`config.mk`:
```
export PLATFORM = sky130hd
export DESIGN_NAME = smi_feat_ctrl
export DESIGN_NICKNAME = d
export VERILOG_FILES = /design/src/rtl/smi_neg_pkg.sv /design/src/rtl/smi_rst_sync.sv /design/src/rtl/smi_req_regs.sv /design/src/rtl/smi_validator.sv /design/src/rtl/smi_dispatch.sv /design/src/rtl/smi_feat_ctrl.sv
export SDC_FILE = /design/constraint.sdc
export NUM_CORES = 1
export LEC_CHECK = 0
export ABC_AREA = 0
export BUFFER_PORTS_ARGS = -buffer_cell sky130_fd_sc_hd__buf_4
export CORE_ASPECT_RATIO = 0.5
export CORE_MARGIN = 1.5
export CORE_UTILIZATION = 55
export DETAILED_ROUTE_END_ITERATION = 10
export PLACE_DENSITY = 0.74
export RECOVER_POWER = 50
export SLEW_MARGIN = 40
export SYNTH_ARGS = -nofsm -noshare
export SYNTH_HDL_FRONTEND = slang
export SYNTH_SLANG_ARGS = --single-unit
```
`constraint.sdc`:
```
create_clock -name clk -period 6.14 [get_ports clk]
set_clock_uncertainty 0.2 [all_clocks]
set_input_delay 0 -clock clk [delete_from_list [all_inputs] [get_ports clk]]
set_output_delay 0 -clock clk [all_outputs]
set_load 0.05 [all_outputs]
```
`src/rtl/smi_neg_pkg.sv`:
```
package smi_neg_pkg;
  localparam int FEAT_W   = 64;
  localparam int WORD_W   = 32;
  localparam int ADDR_W   = 3;
  localparam int HALVES   = FEAT_W / WORD_W;

  // Feature bit positions; the dependency rules hinge on them.
  localparam int BIT_BCAST  = 0;
  localparam int BIT_HOTADD = 1;
  localparam int BIT_HOTDEL = 2;

  typedef logic [FEAT_W-1:0] feat_t;

  typedef enum logic [ADDR_W-1:0] {
    RA_REQ_LO  = 3'd0,
    RA_REQ_HI  = 3'd1,
    RA_CONFIRM = 3'd2,
    RA_SMI_CTL = 3'd3,
    RA_NEG_LO  = 3'd4,
    RA_NEG_HI  = 3'd5
  } reg_addr_e;

  // True when a request may be accepted against a host offer.
  function automatic logic feat_set_legal(feat_t req, feat_t host);
    logic outside;
    logic needs_bcast;
    logic needs_add;
    outside     = |(req & ~host);
    needs_bcast = (req[BIT_HOTADD] | req[BIT_HOTDEL]) & ~req[BIT_BCAST];
    needs_add   = req[BIT_HOTDEL] & ~req[BIT_HOTADD];
    return !(outside | needs_bcast | needs_add);
  endfunction
endpackage

```
`src/rtl/smi_rst_sync.sv`:
```
module smi_rst_sync #(
  parameter int STAGES = 2
) (
  input  logic clk,
  input  logic rst_n,
  output logic rst_sync_n
);
  logic [STAGES-1:0] chain_q;
  logic [STAGES-1:0] chain_d;

  always_comb begin
    chain_d = {chain_q[STAGES-2:0], 1'b1};
  end

  always_ff @(posedge clk or negedge rst_n) begin
    if (!rst_n) begin
      chain_q <= '0;
    end else begin
      chain_q <= chain_d;
    end
  end

  assign rst_sync_n = chain_q[STAGES-1];
endmodule

```
`src/rtl/smi_req_regs.sv`:
```
module smi_req_regs
  import smi_neg_pkg::*;
(
  input  logic              clk,
  input  logic              rst_n,
  input  logic              wr_en,
  input  logic [ADDR_W-1:0] wr_addr,
  input  logic [WORD_W-1:0] wr_data,
  output feat_t             req,
  output logic              apmc_en
);
  // Request words, little-endian: half h sits at address RA_REQ_LO + h.
  for (genvar h = 0; h < HALVES; h++) begin : g_word
    logic [WORD_W-1:0] word_q;
    logic [WORD_W-1:0] word_d;
    logic              word_we;

    always_comb begin
      word_we = wr_en && (wr_addr == ADDR_W'(int'(RA_REQ_LO) + h));
      word_d  = wr_data;
    end

    always_ff @(posedge clk or negedge rst_n) begin
      if (!rst_n) begin
        word_q <= '0;
      end else if (word_we) begin
        word_q <= word_d;
      end
    end

    assign req[h*WORD_W +: WORD_W] = word_q;
  end

  logic ctl_q;
  logic ctl_d;
  logic ctl_we;

  always_comb begin
    ctl_we = wr_en && (wr_addr == RA_SMI_CTL);
    ctl_d  = wr_data[0];
  end

  always_ff @(posedge clk or negedge rst_n) begin
    if (!rst_n) begin
      ctl_q <= 1'b0;
    end else if (ctl_we) begin
      ctl_q <= ctl_d;
    end
  end

  assign apmc_en = ctl_q;
endmodule

```
`src/rtl/smi_validator.sv`:
```
module smi_validator
  import smi_neg_pkg::*;
#(
  parameter feat_t HOST_FEATURES = 64'h7
) (
  input  logic  clk,
  input  logic  rst_n,
  input  logic  confirm,
  input  feat_t req,
  output logic  ok,
  output feat_t neg
);
  logic  ok_q;
  logic  accept;
  feat_t neg_q;

  // One-shot: once locked, confirm is ignored.
  always_comb begin
    accept = confirm && !ok_q && feat_set_legal(req, HOST_FEATURES);
  end

  always_ff @(posedge clk or negedge rst_n) begin
    if (!rst_n) begin
      ok_q  <= 1'b0;
      neg_q <= '0;
    end else if (accept) begin
      ok_q  <= 1'b1;
      neg_q <= req;
    end
  end

  assign ok  = ok_q;
  assign neg = neg_q;
endmodule

```
`src/rtl/smi_dispatch.sv`:
```
module smi_dispatch #(
  parameter int         NUM_CPUS = 4,
  parameter int         CPU_W    = 2,
  parameter logic [7:0] ON_CMD   = 8'hE1,
  parameter logic [7:0] OFF_CMD  = 8'h1E
) (
  input  logic                clk,
  input  logic                rst_n,
  input  logic                apm_stb,
  input  logic [7:0]          apm_cmd,
  input  logic [CPU_W-1:0]    apm_cpu,
  input  logic                apmc_en,
  input  logic                bcast,
  output logic [NUM_CPUS-1:0] smi_out,
  output logic                acpi_on,
  output logic                acpi_off
);
  logic                is_on;
  logic                is_off;
  logic                raise;
  logic [NUM_CPUS-1:0] smi_d;
  logic [NUM_CPUS-1:0] smi_q;
  logic                on_q;
  logic                off_q;

  always_comb begin
    is_on  = apm_stb && (apm_cmd == ON_CMD);
    is_off = apm_stb && (apm_cmd == OFF_CMD) && !is_on;
    raise  = apm_stb && !is_on && !is_off && apmc_en;
  end

  for (genvar c = 0; c < NUM_CPUS; c++) begin : g_cpu
    assign smi_d[c] = raise && (bcast || (apm_cpu == CPU_W'(c)));
  end

  always_ff @(posedge clk or negedge rst_n) begin
    if (!rst_n) begin
      smi_q <= '0;
      on_q  <= 1'b0;
      off_q <= 1'b0;
    end else begin
      smi_q <= smi_d;
      on_q  <= is_on;
      off_q <= is_off;
    end
  end

  assign smi_out  = smi_q;
  assign acpi_on  = on_q;
  assign acpi_off = off_q;
endmodule

```
`src/rtl/smi_feat_ctrl.sv`:
```
module smi_feat_ctrl
  import smi_neg_pkg::*;
#(
  parameter int         NUM_CPUS      = 4,
  parameter feat_t      HOST_FEATURES = 64'h7,
  parameter logic [7:0] ACPI_ON_CMD   = 8'hE1,
  parameter logic [7:0] ACPI_OFF_CMD  = 8'h1E,
  localparam int        CPU_W         = (NUM_CPUS > 1) ? $clog2(NUM_CPUS) : 1
) (
  input  logic                clk,
  input  logic                rst_n,
  input  logic                reg_wr,
  input  logic [ADDR_W-1:0]   reg_addr,
  input  logic [WORD_W-1:0]   reg_wdata,
  output logic [WORD_W-1:0]   reg_rdata,
  input  logic                apm_stb,
  input  logic [7:0]          apm_cmd,
  input  logic [CPU_W-1:0]    apm_cpu,
  output logic [NUM_CPUS-1:0] smi_out,
  output logic                acpi_on_pulse,
  output logic                acpi_off_pulse
);
  // Offering hot-remove without hot-add can never negotiate legally.
  if (HOST_FEATURES[BIT_HOTDEL] && !HOST_FEATURES[BIT_HOTADD]) begin : g_bad_host
    $error("smi_feat_ctrl: HOST_FEATURES offers hot-remove without hot-add");
  end

  logic  rst_sync_n;
  feat_t feat_req;
  feat_t feat_neg;
  logic  feat_ok;
  logic  apmc_en;
  logic  confirm;

  smi_rst_sync #(.STAGES(2)) u_rst (
    .clk        (clk),
    .rst_n      (rst_n),
    .rst_sync_n (rst_sync_n)
  );

  smi_req_regs u_regs (
    .clk     (clk),
    .rst_n   (rst_sync_n),
    .wr_en   (reg_wr),
    .wr_addr (reg_addr),
    .wr_data (reg_wdata),
    .req     (feat_req),
    .apmc_en (apmc_en)
  );

  assign confirm = reg_wr && (reg_addr == RA_CONFIRM);

  smi_validator #(.HOST_FEATURES(HOST_FEATURES)) u_val (
    .clk     (clk),
    .rst_n   (rst_sync_n),
    .confirm (confirm),
    .req     (feat_req),
    .ok      (feat_ok),
    .neg     (feat_neg)
  );

  smi_dispatch #(
    .NUM_CPUS (NUM_CPUS),
    .CPU_W    (CPU_W),
    .ON_CMD   (ACPI_ON_CMD),
    .OFF_CMD  (ACPI_OFF_CMD)
  ) u_disp (
    .clk      (clk),
    .rst_n    (rst_sync_n),
    .apm_stb  (apm_stb),
    .apm_cmd  (apm_cmd),
    .apm_cpu  (apm_cpu),
    .apmc_en  (apmc_en),
    .bcast    (feat_neg[BIT_BCAST]),
    .smi_out  (smi_out),
    .acpi_on  (acpi_on_pulse),
    .acpi_off (acpi_off_pulse)
  );

  always_comb begin
    unique case (reg_addr)
      RA_REQ_LO:  reg_rdata = feat_req[WORD_W-1:0];
      RA_REQ_HI:  reg_rdata = feat_req[FEAT_W-1:WORD_W];
      RA_CONFIRM: reg_rdata = {{(WORD_W-1){1'b0}}, feat_ok};
      RA_SMI_CTL: reg_rdata = {{(WORD_W-1){1'b0}}, apmc_en};
      RA_NEG_LO:  reg_rdata = feat_neg[WORD_W-1:0];
      RA_NEG_HI:  reg_rdata = feat_neg[FEAT_W-1:WORD_W];
      default:    reg_rdata = '0;
    endcase
  end
endmodule

```
==> summary.txt <==
Power
  – Net switching power figure: 647 µW
  – Static Leak: 3.51 nW
  – Fraction of power spent switching nets: 26.3%
  – Sequential share of power: 44.5%
  – Relative contribution of the clock network to total power: 41.6%
  – Cell Pwr Density: 329 nW/µm²
  – Max VDD drop: 201 µV
  – Share of power burned in combinational logic: between 10% and 20%
  – Internal power component: around 1.8 mW

Worst setup path
  – Critical path's largest stage delay: around 1500 ps
  – Worst R2R Start: u_rst.chain_q[1]
  – Category of cells accounting for the largest share of critical-path delay: buffers and inverters
  – Data arrival time of the worst path: 4020 ps
  – Flop2flop setup slack: around 2900 ps
  – Required time worst endpoint: 6230 ps
  – Bufs and invs on worst path: 3
  – Critical register-to-register path endpoint: u_val.neg[6]
  – Setup crit start kind: input pin
  – Crit path kind: in -> reg
  – Cell Chain, Critical Path: clkbuf_1, nor3b_1, clkbuf_1, and2_0, clkbuf_1, mux2_2
  – Slowest cell on the critical path: sky130_fd_sc_hd__clkbuf_1
  – Worst Reg2Reg Path Length in Cells: 1
  – Worst-path maximum fanout: 32
  – Capturing element type of the critical path: register
  – Worst path most repeated cell: sky130_fd_sc_hd__clkbuf_1

STA
  – Final critical delay including setup and external delays: 3930 ps
  – Slew headroom: -43.0%
  – Final Setup Violations: 0
  – Share of the cycle needed by the critical path after routing: ~64%
  – Tightest Pin Transition: 2140 ps
  – FMAX: 254 MHz
  – RSZ-0062 raised after global routing: false
  – Final hold viol count: 0
  – Total Negative Setup Slacks: 0 ps
  – Number of pins with negative max-slew slack in the final report: 107
  – WHS: 158 ps

Floorplan
  – Horizontal die dimension: 147 µm
  – DIE AREA: 11100 µm²
  – I/O pin count: slightly below 90
  – Core area: 10200 µm²
  – Starting density of the core: 56.3%
  – Y dimension of the die: 75.2 µm
  – Std cell rows: 26

Synthesis
  – Mean area per synthesized cell: 13.6 µm²
  – Register bit total from synthesis: 138
  – Sequential area share after synthesis: 60.3%
  – Synth Flop Type: sky130_fd_sc_hd__dfrtp_1
  – Total standard cell area after synthesis: roughly 5700 µm²
  – Mapped Cells: 422
  – Net count of the mapped netlist: 471
  – Yosys warning count: 0
  – Number of distinct library cell variants in the gate-level netlist after synthesis: 31
  – Share of synthesized flip-flops with an asynchronous set or reset: between 90% and 100%
  – Number of enable flip-flop cells after synthesis: 0

CTS
  – Clock buffers created by TritonCTS: 17
  – Resized cells post-CTS: 0
  – Post-cts hold buffer count: 47
  – Worst-skew pair later-pin latency: 420 ps
  – Clock tree buffer depth: 2
  – Number of clock sinks seen by CTS: 138
  – Cell chosen for the clock root: sky130_fd_sc_hd__clkbuf_16
  – Buffers inserted during post-CTS setup optimization: 0
  – CTS tree: yes
  – CTS H-tree depth: 4
  – Clock input transition at the sequential cells of the worst setup and hold paths: 50 ps

Layout
  – Total inserted antenna cells: 0
  – FILL cells: 701
  – Net count, final: about 600
  – Proportion of layout cells with a drive suffix above 1: 32.7%
  – Most frequent cells in the layout: sky130_fd_sc_hd__dfrtp_1, sky130_fd_sc_hd__buf_4, sky130_fd_sc_hd__mux2_2, sky130_fd_sc_hd__and2_1, sky130_fd_sc_hd__dlygate4sd3_1
  – Area growth syn-to-layout: 30.7%
  – Most common cell after layout, fill and taps aside: sky130_fd_sc_hd__dfrtp_1

Worst hold path
  – Worst hold-check path type: reg -> reg
  – Hold path depth: 0
  – Hold Startpoint: u_rst.chain_q[0]
  – Worst Hold End: u_rst.chain_q[1]

Drt
  – Via/cell ratio: 5.63
  – Count of antenna-violating nets left after detailed routing: 0
  – Drt total wl: roughly 13000 µm
  – Average wire length per cell after detail routing: 18.6 µm
  – DRC violation count after routing: 0
  – Count of vias placed by the detailed router: 3973
  – Number of violations reported at the end of detailed-routing iteration 0: 220
  – Number of optimization iterations in the first detailed-route pass: 4

Place
  – Port bufs: 86
  – Detailed placer's ending HPWL: 7710 µm
  – Global placement routability congestion: 0.744

GRT
  – Vias in the first global route: approximately 3900
  – Gr usage total: 24.8%
  – Wire length of the first global-routing pass: a little over 20000 µm
  – Largest net degree at the start of global routing: 71
  – GRT Residual Overflow: 0
  – Antenna violations before repair: 0

Run status
  – Violations in the final reports: max-capacitance violations, max-slew violations
  – Outcome: finished with violations

Flow run
  – Max-cap check violation count: 3
metal layers:
metal / GRT usage (%) / routed length (µm)
met1: 35.4 / 6520
met2: 39.1 / 6000
met3: 5.76 / 555
met4: 7.00 / 97
met5: 0 / 0
area by class of cell:
type | instances | area (µm²) | area share [%]
sequential | 138 | 3450 | 46.1
multi-input combinational | 251 | 2110 | 28.1
timing repair buffer | 141 | 1140 | 15.2
clock buffer | 21 | 480 | 6.41
tap | 140 | 175 | 2.34
clock inverter | 11 | 119 | 1.59
inverter | 4 | 15.0 | 0.200
cells by family after synthesis:
group / Yosys count / share of synthesized area, %
buf+inv: 33 / 3.10
mux: 70 / 13.9
compound gates: 70 / 10.9
flops: 138 / 60.3
other cells: 1 / 0.0655
simple gates: 110 / 11.7
metrics by stage:
| step | setup WS [ps] | utilization [%] | total power [mW] | instance area, µm² | std cells |
|---|---|---|---|---|---|
| after floorplan | 1810 | - | 1.31 | 5730 | 422 |
| after global placement | 3500 | 63.4 | 1.42 | 6460 | 626 |
| after detailed placement | 3480 | 63.7 | 1.43 | 6480 | 627 |
| after CTS | 3460 | 74.2 | 2.48 | 7550 | 706 |
| after global routing | 1980 | 73.6 | 2.55 | 7490 | 706 |
| final | 2210 | 73.6 | 2.46 | 7490 | 706 |
worst max path at each step:
stage / startpoint / to / cells after the start
6_report: reg_addr[0] / u_regs.g_word[1].word_q[0] / 6
2_1_floorplan: u_rst.chain_q[1] / u_disp.acpi_off / 0
4_1_cts: u_regs.g_word[1].word_q[4] / u_val.neg[2] / 5
5_1_grt: reg_addr[0] / u_regs.g_word[1].word_q[0] / 6
3_3_place_gp: u_regs.g_word[1].word_q[4] / u_val.neg[0] / 5
3_5_place_dp: u_regs.g_word[1].word_q[4] / u_val.neg[0] / 5
power by group through the flow:
| stage | combinational [mW] | clock, mW | sequential [mW] |
|---|---|---|---|
| final | 0.344 | 1.02 | 1.10 |
| after global routing | 0.368 | 1.07 | 1.11 |
| after CTS | 0.348 | 1.04 | 1.09 |
| after detailed placement | 0.321 | 0 | 1.11 |
| after global placement | 0.309 | 0 | 1.11 |
| after floorplan | 0.216 | 0 | 1.09 |
sequential cells by signal (all words and copies together) (netlist names):
register / flops
u_disp.acpi_off: 1
u_disp.acpi_on: 1
u_disp.smi_out: 4
u_regs.apmc_en: 1
u_regs.g_word.word_q: 64
u_rst.chain_q: 2
u_val.neg: 64
u_val.ok: 1
cell usage after synthesis, types with 2 or more instances:
cell type                  number  area (µm²)
sky130_fd_sc_hd__inv_1          4        15.0
sky130_fd_sc_hd__a221o_1       31         310
sky130_fd_sc_hd__mux2_4         3        45.0
sky130_fd_sc_hd__buf_2          7        35.0
sky130_fd_sc_hd__nor2_1         5        18.8
sky130_fd_sc_hd__nor4b_1        2        17.5
sky130_fd_sc_hd__nor4_1        15        93.8
sky130_fd_sc_hd__nor3b_1        2        15.0
sky130_fd_sc_hd__clkbuf_1      16        60.1
sky130_fd_sc_hd__a22o_1        31         272
sky130_fd_sc_hd__mux2_2        64         721
sky130_fd_sc_hd__nor2b_1        2        12.5
sky130_fd_sc_hd__mux2_1         2        22.5
sky130_fd_sc_hd__a21oi_1        4        20.0
sky130_fd_sc_hd__dfrtp_1      138        3450
sky130_fd_sc_hd__nor3_1         6        30.0
sky130_fd_sc_hd__nand2_1        5        18.8
sky130_fd_sc_hd__nand4_1        5        31.3
sky130_fd_sc_hd__buf_6          6        67.6
sky130_fd_sc_hd__and2_1        63         394
No activity file was read; power rests on OpenSTA's default activity.
